### config.mk
export PLATFORM = sky130hd
export DESIGN_NAME = ctx_unit
export DESIGN_NICKNAME = d
export VERILOG_FILES = /design/src/rtl/ctx_pkg.sv /design/src/rtl/ctx_decode.sv /design/src/rtl/ctx_target.sv /design/src/rtl/ctx_unit.sv
export SDC_FILE = /design/constraint.sdc
export NUM_CORES = 1
export LEC_CHECK = 0
export BUFFER_PORTS_ARGS = -buffer_cell sky130_fd_sc_hd__buf_2
export CORE_ASPECT_RATIO = 0.6
export CORE_MARGIN = 2
export CORE_UTILIZATION = 54
export CTS_CLUSTER_DIAMETER = 100
export DETAILED_ROUTE_END_ITERATION = 6
export GPL_ROUTABILITY_DRIVEN = 0
export MAX_ROUTING_LAYER = met4
export PLACE_DENSITY = 0.82
export SETUP_SLACK_MARGIN = 0.5
export SLEW_MARGIN = 40
export SYNTH_ARGS = -nofsm -noshare
export SYNTH_HDL_FRONTEND = slang
export SYNTH_HIERARCHICAL = 1
export SYNTH_SLANG_ARGS = --single-unit
export TNS_END_PERCENT = 5
### constraint.sdc
create_clock -name clk -period 4.9 [get_ports clk]
set_input_delay 0.98 -clock clk [delete_from_list [all_inputs] [get_ports clk]]
set_output_delay 0.98 -clock clk [all_outputs]
set_load 0.01 [all_outputs]
### src/rtl/ctx_pkg.sv
package ctx_pkg;

  typedef enum logic [2:0] {
    K_ILL  = 3'd0,
    K_JMP  = 3'd1,
    K_BEQZ = 3'd2,
    K_BNEZ = 3'd3,
    K_JR   = 3'd4,
    K_JALR = 3'd5
  } ctx_kind_e;

  localparam int unsigned REG_IDX_W = 5;
  localparam int unsigned CJ_OFF_W  = 12;
  localparam int unsigned CB_OFF_W  = 9;
  localparam logic [REG_IDX_W-1:0] LINK_REG = 5'd1;

  // Unscramble the unconditional jump offset (bit 0 always zero).
  function automatic logic [CJ_OFF_W-1:0] cj_offset(input logic [15:0] w);
    return {w[12], w[8], w[10:9], w[6], w[7], w[2], w[11], w[5:3], 1'b0};
  endfunction

  // Unscramble the branch offset (bit 0 always zero).
  function automatic logic [CB_OFF_W-1:0] cb_offset(input logic [15:0] w);
    return {w[12], w[6:5], w[2], w[11:10], w[4:3], 1'b0};
  endfunction

  // Short register field selects x8..x15.
  function automatic logic [REG_IDX_W-1:0] short_reg(input logic [2:0] f);
    return {2'b01, f};
  endfunction

endpackage

### src/rtl/ctx_decode.sv
module ctx_decode
  import ctx_pkg::*;
#(
  parameter int unsigned XLEN = 32
) (
  input  logic [15:0]          instr,
  output ctx_kind_e            kind,
  output logic [REG_IDX_W-1:0] src_idx,
  output logic [XLEN-1:0]      offset
);
  logic [1:0] quad;
  logic [2:0] f3;
  logic [3:0] f4;
  logic [4:0] rs1_f;
  logic       rs2_zero;
  logic [CJ_OFF_W-1:0] cj_raw;
  logic [CB_OFF_W-1:0] cb_raw;

  assign quad     = instr[1:0];
  assign f3       = instr[15:13];
  assign f4       = instr[15:12];
  assign rs1_f    = instr[11:7];
  assign rs2_zero = (instr[6:2] == 5'd0);
  assign cj_raw   = cj_offset(instr);
  assign cb_raw   = cb_offset(instr);

  always_comb begin
    kind = K_ILL;
    if (quad == 2'b01) begin
      unique case (f3)
        3'b101:  kind = K_JMP;
        3'b110:  kind = K_BEQZ;
        3'b111:  kind = K_BNEZ;
        default: kind = K_ILL;
      endcase
    end else if (quad == 2'b10 && rs2_zero && rs1_f != 5'd0) begin
      if (f4 == 4'b1000)      kind = K_JR;
      else if (f4 == 4'b1001) kind = K_JALR;
    end
  end

  always_comb begin
    src_idx = '0;
    offset  = '0;
    case (kind)
      K_JMP:         offset  = {{(XLEN-CJ_OFF_W){cj_raw[CJ_OFF_W-1]}}, cj_raw};
      K_BEQZ,K_BNEZ: begin
        src_idx = short_reg(instr[9:7]);
        offset  = {{(XLEN-CB_OFF_W){cb_raw[CB_OFF_W-1]}}, cb_raw};
      end
      K_JR, K_JALR:  src_idx = rs1_f;
      default: ;
    endcase
  end
endmodule

### src/rtl/ctx_target.sv
module ctx_target
  import ctx_pkg::*;
#(
  parameter int unsigned XLEN = 32
) (
  input  ctx_kind_e            kind,
  input  logic [XLEN-1:0]      pc,
  input  logic [XLEN-1:0]      src_val,
  input  logic [XLEN-1:0]      offset,
  output logic [XLEN-1:0]      next_pc,
  output logic                 link_en,
  output logic [XLEN-1:0]      link_val,
  output logic                 illegal,
  output logic                 br_taken
);
  localparam logic [XLEN-1:0] STEP = XLEN'(2);

  logic [XLEN-1:0] seq_pc;
  logic            src_zero;

  assign seq_pc   = pc + STEP;
  assign src_zero = (src_val == '0);
  assign br_taken = (kind == K_BEQZ && src_zero) || (kind == K_BNEZ && !src_zero);
  assign link_val = seq_pc;

  always_comb begin
    next_pc = seq_pc;
    link_en = 1'b0;
    illegal = 1'b0;
    case (kind)
      K_JMP:          next_pc = pc + offset;
      K_BEQZ, K_BNEZ: next_pc = br_taken ? (pc + offset) : seq_pc;
      K_JR:           next_pc = src_val;
      K_JALR: begin
        next_pc = src_val;
        link_en = 1'b1;
      end
      default:        illegal = 1'b1;
    endcase
  end
endmodule

### src/rtl/ctx_unit.sv
module ctx_unit
  import ctx_pkg::*;
#(
  parameter int unsigned XLEN = 32
) (
  input  logic                 clk,
  input  logic                 rst_n,
  input  logic                 in_valid,
  input  logic [15:0]          in_instr,
  input  logic [XLEN-1:0]      in_pc,
  output logic [4:0]           rs_idx,
  input  logic [XLEN-1:0]      rs_data,
  output logic                 out_valid,
  output logic [XLEN-1:0]      out_next_pc,
  output logic                 out_wr_en,
  output logic [4:0]           out_wr_idx,
  output logic [XLEN-1:0]      out_wr_data,
  output logic                 out_illegal
);
  ctx_kind_e       kind;
  logic [XLEN-1:0] offset;
  logic [XLEN-1:0] nxt_pc;
  logic            link_en;
  logic [XLEN-1:0] link_val;
  logic            illegal;
  logic            br_taken;

  ctx_decode #(.XLEN(XLEN)) u_dec (
    .instr   (in_instr),
    .kind    (kind),
    .src_idx (rs_idx),
    .offset  (offset)
  );

  ctx_target #(.XLEN(XLEN)) u_tgt (
    .kind     (kind),
    .pc       (in_pc),
    .src_val  (rs_data),
    .offset   (offset),
    .next_pc  (nxt_pc),
    .link_en  (link_en),
    .link_val (link_val),
    .illegal  (illegal),
    .br_taken (br_taken)
  );

  always_ff @(posedge clk) begin
    if (!rst_n) begin
      out_valid   <= 1'b0;
      out_next_pc <= '0;
      out_wr_en   <= 1'b0;
      out_wr_idx  <= '0;
      out_wr_data <= '0;
      out_illegal <= 1'b0;
    end else begin
      out_valid <= in_valid;
      if (in_valid) begin
        out_next_pc <= nxt_pc;
        out_wr_en   <= link_en;
        out_wr_idx  <= link_en ? LINK_REG : '0;
        out_wr_data <= link_val;
        out_illegal <= illegal;
      end else begin
        out_wr_en   <= 1'b0;
      end
    end
  end

  // result appears exactly one edge after acceptance
  p_valid_follows_r1: assert property (@(posedge clk) disable iff (!rst_n)
    in_valid |=> out_valid);
  p_valid_idle_r1: assert property (@(posedge clk) disable iff (!rst_n)
    !in_valid |=> !out_valid);
  // branches only reach x8..x15
  p_short_reg_r7: assert property (@(posedge clk) disable iff (!rst_n)
    (in_valid && (kind == K_BEQZ || kind == K_BNEZ)) |-> (rs_idx[4:3] == 2'b01));
  // link writes go to x1 with the sequential PC
  p_link_x1_r9: assert property (@(posedge clk) disable iff (!rst_n)
    (out_valid && out_wr_en) |-> (out_wr_idx == 5'd1 && out_wr_data == $past(in_pc) + XLEN'(2)));
  // indirect jumps through x0 are rejected
  p_x0_reject_r10: assert property (@(posedge clk) disable iff (!rst_n)
    (in_valid && in_instr[1:0] == 2'b10 && in_instr[15:13] == 3'b100 &&
     in_instr[11:7] == 5'd0 && in_instr[6:2] == 5'd0) |=> out_illegal);
  // illegal results never write and step by 2
  p_illegal_quiet_r11: assert property (@(posedge clk) disable iff (!rst_n)
    (out_valid && out_illegal) |-> (!out_wr_en && out_next_pc == $past(in_pc) + XLEN'(2)));
  // a not-taken branch steps by 2
  p_fallthru_r6: assert property (@(posedge clk) disable iff (!rst_n)
    (in_valid && (kind == K_BEQZ || kind == K_BNEZ) && !br_taken) |=>
      (out_next_pc == $past(in_pc) + XLEN'(2)));
endmodule

==> results of run 1 <==
-- placed cells by master (no fill, tap or decap), types with 3 or more instances in the layout --
cell       count
a211oi_1       4
a21boi_1       3
a21o_1         9
a21oi_1       33
a221o_1        9
a22o_1         5
a22oi_1       13
a31oi_1        4
and2_1         8
and3_1        10
and4_1         7
buf_2        153
buf_4          9
bufinv_16      3
clkbuf_16      9
conb_1         5
dfxtp_1       68
ha_1          34
inv_1         17
mux2i_1       67
nand2_1       54
nand3_1       22
nand4_1        7
nand4b_1       3
nor2_1        35
nor2b_1       72
nor3_1         6
nor4_1        11
o211ai_1      11
o21a_1         3
o21ai_0       21
o21ai_1        4
o21bai_1       5
o2bb2ai_1      8
or3_1          4
xnor2_1       35
xor2_1        21
-- registers in the layout (all words and copies together), names as in the netlist --
signal and count:
out_illegal 1, out_next_pc 32, out_valid 1, out_wr_data 32
out_wr_en 1, out_wr_idx 1
-- layout make-up --
cell class,instances,area (sq um)
timing repair buffer,163,844.6
inverter,17,63.81
clock buffer,11,252.7
multi-input combinational,574,4199
fill,912,3702
sequential,68,1361
tap,139,173.9
clock inverter,5,106.4
-- routing by layer --
metal,global-route usage,up-vias,routed length [um]
li1,-,2796,-
met1,0.4884,2810,9205
met2,0.3904,417,6818
met3,0.07482,34,2355
met4,0.06612,0,255
met5,-,-,0
-- report_power, final --
part	internal (mW)	total (mW)	switching, mW
Clock	0.527	0.775	0.249
Combinational	0.173	0.418	0.245
Sequential	0.588	0.609	0.0203
-- worst min-delay path, cell delays in order, from the launching register on --
cell and delay, ns:
dfxtp_1 0.32, mux2i_1 0.07, nor2b_1 0.09
-- worst min-delay path by stage --
stage	start	endpoint	slack (ns)	cells after the start
after floorplan	out_illegal$_SDFFE_PN0P_	out_illegal$_SDFFE_PN0P_	0.54	2
after global placement	out_wr_data[14]$_SDFFE_PN0P_	out_wr_data[14]$_SDFFE_PN0P_	0.49	2
after detailed placement	out_wr_data[16]$_SDFFE_PN0P_	out_wr_data[16]$_SDFFE_PN0P_	0.50	2
after CTS	out_next_pc[1]$_SDFFE_PN0P_	out_next_pc[1]$_SDFFE_PN0P_	0.51	2
after global routing	out_wr_data[16]$_SDFFE_PN0P_	out_wr_data[16]$_SDFFE_PN0P_	0.53	2
final	out_next_pc[8]$_SDFFE_PN0P_	out_next_pc[8]$_SDFFE_PN0P_	0.51	2
==> qor.txt, run 1 <==
Outcome: complete, but fails checks
Failing checks: design-rule violations
Row cnt: 29
PortBufs: 155
Detailed Place HPWL: 14.72 mm
Drt first pass iters: 7
Largest net degree at the start of global routing: 69
Fin crit share: 0.8613
Setup TNS: 0 ns
Total Wirelength: 18.63 mm
Worst R2R End: out_wr_data[21]$_SDFFE_PN0P_
Max-cap violations: 0
First-pass GRT wire length: 28.70 mm
CTS Sinks: 68
Worst-skew pair later-pin latency: 0.32 ns
Power per cell area: 257.5 mW/mm^2
Yosys warns: 6
H-tree depth: 3
Dpl ws: 0.4432 ns
Reg-to-reg startpoint: out_wr_data[21]$_SDFFE_PN0P_
RSZ-0062 raised after global routing: no
Antenna-violating nets left: 0
DRC: 12
FF-to-FF path depth: 2
Slowest-stage cell, CP: or4_1
Hold Buf Count CTS: 0
DRT iter0 DRCs: 918
Clock skew: 0 ns
Initial antenna violation count: 0
CP endpoint kind: register
Chip width: 140.2 um
Reg-to-reg slack, setup: 4.22 ns
Period minus WS final: 4.221 ns
Final hold viol count: 0
CP peak stage delay: 0.57 ns
Max VDD drop: 0.1431 mV
Antenna cells: 0
Fin Hold WS: 0.5134 ns
Vias in the first global route: 5,200
Clock transition at the registers of the reported paths: 0.06 ns
DIE AREA: 0.01201 sq mm
Highest clock rate: 0.2369 GHz
Finished Layout Cells: 977
Vias per inst: 6.200
Fraction of layout cells with a size suffix above 1: 0.2375
Crit path arrival time: 4.44 ns
CP startpoint kind: input port
Crit path buf inv count: 1
Mapped Area: 0.006006 sq mm
Post_cts resized: 0
Worst path depth: 12
Crit-path leading delay family: simple AND/OR/NAND/NOR gates
Die Y: 85.69 um
Synth-to-layout area growth: 16.58%
Worst Max-Slew Pin Slew: 0.8027 ns
Leak pwr: 3.288 nW
Worst slew margin: 0.4649
Hold Path Class: register to register
WS Path Type: input port to register
CP cell instances: buf_2, nor4b_2, nand3_2, nor2_1, ha_1, or4_1, o221a_2, a221o_1, a41oi_1, o31ai_1, mux2i_1, nor2b_1
Grt ovf: 0
All-layer global routing usage: 0.3118
Worst path required time: 5.12 ns
Setup bufs post-CTS: 0
Area post-placement: 0.006643 sq mm
Final setup fails: 0
Initial core utilization: 0.5611
Vias: 6,057
Critical path endpoint: out_next_pc[28]$_SDFFE_PN0P_
Slew Viols, Final: 0
Crit-path max FO: 30
Power Total: 1.803 mW
Placed Cells: 961
Post-layout util: 0.6541
I/O pins: 160
Synthesized area per cell: 8.388 sq um
Setup ws final: 0.6795 ns
Inserted Clock Buffers: 9
Cell area after layout: 0.007002 sq mm
Fin nets: 951
Mapped Cells: 716
Root buf cell: clkbuf_16
Core ar.: 0.01070 sq mm
Max clock buf depth: 2
WL per Instance: 19.07 um
Critical path launch point: in_instr[0]
TritonCTS clock tree: built
Power figures use the tool's default switching activity.
==> run 2: changes to the inputs <==
- CORE_UTILIZATION: 54 -> 52
- PLACE_DENSITY: 0.82 -> 0.81
- REMOVE_ABC_BUFFERS: default -> 1
- SYNTH_HIERARCHICAL: 1 -> default
==> run 2 against run 1 <==
The run now ends clean; clock skew unchanged; register-to-register slack worse by 0.32 ns; combinational power down 21%; critical path depth is 3 higher; synthesized cell count down 6.1%; non-clock buffer count fell by 1; clock-buffer cell count decreased by 2; via count down 1.7%; area after synthesis shrank 15%; die area is 11% lower; first-iteration DRC count up 4.7%; critical endpoint is now out_next_pc[19]$_SDFFE_PN0P_; largest cell class unchanged.
==> qor.txt, run 2 <==
Root buf cell: clkbuf_16
Fraction of layout cells with a size suffix above 1: 0.2538
Period minus WS final: 4.136 ns
Inserted Clock Buffers: 9
Regs by FF count: out_next_pc: 32 flops, out_wr_data: 32 flops
Grt ovf: 0
Outcome: completed
Crit path arrival time: 4.35 ns
CP endpoint kind: register
PortBufs: 155
Hold Path Class: register to register
Detailed Place HPWL: 14.02 mm
Post_cts resized: 0
WL per Instance: 19.57 um
Synth-to-layout area growth: 20.83%
All-layer global routing usage: 0.3530
Leak pwr: 2.753 nW
H-tree depth: 3
Most frequent cells in the layout: buf_2 (155), nand2_1 (83), nor2_1 (69)
Max VDD drop: 0.2034 mV
Worst-skew pair later-pin latency: 0.34 ns
Max clock buf depth: 2
Top cells by area, synth: dfxtp_1 (27%), xnor2_1 (6.4%), nand2_1 (6.2%)
I/O pins: 160
Core ar.: 0.009358 sq mm
Fin crit share: 0.8440
Final hold viol count: 0
Finished Layout Cells: 931
Worst slew margin: 0.4985
Setup TNS: 0 ns
DRT iter0 DRCs: 961
Initial core utilization: 0.5450
Max-cap violations: 0
Clock skew: 0 ns
Synth top area share: 0.2669
Post-synth EDFFs: 0
Drt first pass iters: 7
Mapped Area: 0.005100 sq mm
WS Path Type: input port to register
DIE AREA: 0.01064 sq mm
Row cnt: 27
Vias in the first global route: 5,345
Vias: 5,953
Slew Viols, Final: 0
Power per cell area: 266.1 mW/mm^2
Largest area contributor in the netlist: dfxtp_1
Die Y: 80.71 um
Largest net degree at the start of global routing: 40
Synthesized area per cell: 7.589 sq um
Total Wirelength: 18.22 mm
Clock transition at the registers of the reported paths: 0.06 ns
Final setup fails: 0
Netlist cell types: 73
Hold Buf Count CTS: 0
Most frequent cell after synthesis: nand2_1
Chip width: 131.9 um
CP startpoint kind: input port
First-pass GRT wire length: 28.55 mm
Antenna-violating nets left: 0
Setup bufs post-CTS: 0
Post-synth top flop: dfxtp_1
DRC: 0
Commonest non-fill, non-tap cell in the layout: buf_2
Yosys warns: 0
TritonCTS clock tree: built
Ys async rst share: 0
Placed Cells: 915
#FFs+latches synth: 68
Highest clock rate: 0.2418 GHz
RSZ-0062 raised after global routing: no
Worst path required time: 5.11 ns
Post-synth top cells: nand2_1 (84), nor2_1 (70), dfxtp_1 (68), o21ai_0 (44), xnor2_1 (37)
Crit-path max FO: 10
Worst Max-Slew Pin Slew: 0.7482 ns
CTS Sinks: 68
Sequential area share after synthesis: 0.2669
Initial antenna violation count: 1
Fin nets: 891
Mapped Cells: 672
Vias per inst: 6.394
-- run 2: layout make-up --
class	count	area [sq um]
Multi-Input combinational cell	543	3447
Fill cell	801	3196
Sequential cell	68	1361
Timing Repair Buffer	162	828.3
Clock buffer	9	225.2
Tap cell	130	162.7
Clock inverter	6	90.09
Inverter	12	45.04
Antenna cell	1	2.502
-- run 2: worst max-delay path, stage by stage --
cell and delay (ns):
buf_2 0.11, nand3b_4 0.20, nor2_1 0.39, and2_1 0.20
ha_1 0.16, inv_1 0.06, fa_1 0.38, nand2b_1 0.20
a21oi_1 0.32, o211ai_1 0.24, a31o_2 0.31, o2bb2a_1 0.31
xnor2_1 0.13, a221oi_1 0.26, a21oi_1 0.09
-- run 2: routing by layer --
metal | track usage | routed length [um]
met1 | 0.4987 | 7962
met2 | 0.4728 | 6987
met3 | 0.1162 | 2885
met4 | 0.09783 | 388
met5 | - | 0
-- run 2: kinds of logic after synthesis --
| group | Yosys count | synth area share |
|---|---|---|
| AND/OR/NAND/NOR | 287 | 0.2851 |
| AO/OA/AOI/OAI | 180 | 0.2503 |
| flip-flops | 68 | 0.2669 |
| buffers and inverters | 64 | 0.06207 |
| XOR/XNOR | 56 | 0.09617 |
| adder cells (fa/ha/maj) | 12 | 0.03091 |
| multiplexers | 4 | 0.007851 |
| other | 1 | 0.0007353 |
-- run 2: final timing paths --
path	startpoint	to	slack (ns)	depth (start not counted)
hold / removal	out_wr_data[31]$_SDFFE_PN0P_	out_wr_data[31]$_SDFFE_PN0P_	0.45	1
hold reg to reg	out_wr_data[31]$_SDFFE_PN0P_	out_wr_data[31]$_SDFFE_PN0P_	0.45	1
setup / recovery	in_instr[1]	out_next_pc[19]$_SDFFE_PN0P_	0.76	15
setup reg to reg	out_next_pc[22]$_SDFFE_PN0P_	out_next_pc[22]$_SDFFE_PN0P_	3.90	4
-- run 2: power breakdown --
| group | internal [mW] | switching, mW | leakage, nW |
|---|---|---|---|
| Clock | 0.443 | 0.254 | 0.151 |
| Sequential | 0.591 | 0.0193 | 0.563 |
| Combinational | 0.127 | 0.205 | 2.04 |
-- run 2: stage by stage --
step | utilization | power (mW) | hold WS [ns] | area, sq um | setup slack [ns]
final | 0.6585 | 1.640 | 0.4487 | 6162 | 0.7645
after global routing | 0.6585 | 1.701 | 0.4648 | 6162 | 0.5050
after CTS | 0.6580 | 1.632 | 0.4505 | 6157 | 0.8130
after detailed placement | 0.6243 | 0.9423 | 0.4379 | 5842 | 0.4671
after global placement | 0.6235 | 0.9354 | 0.4314 | 5834 | 0.6519
after floorplan | - | 0.7776 | 0.4833 | 4840 | 1.073
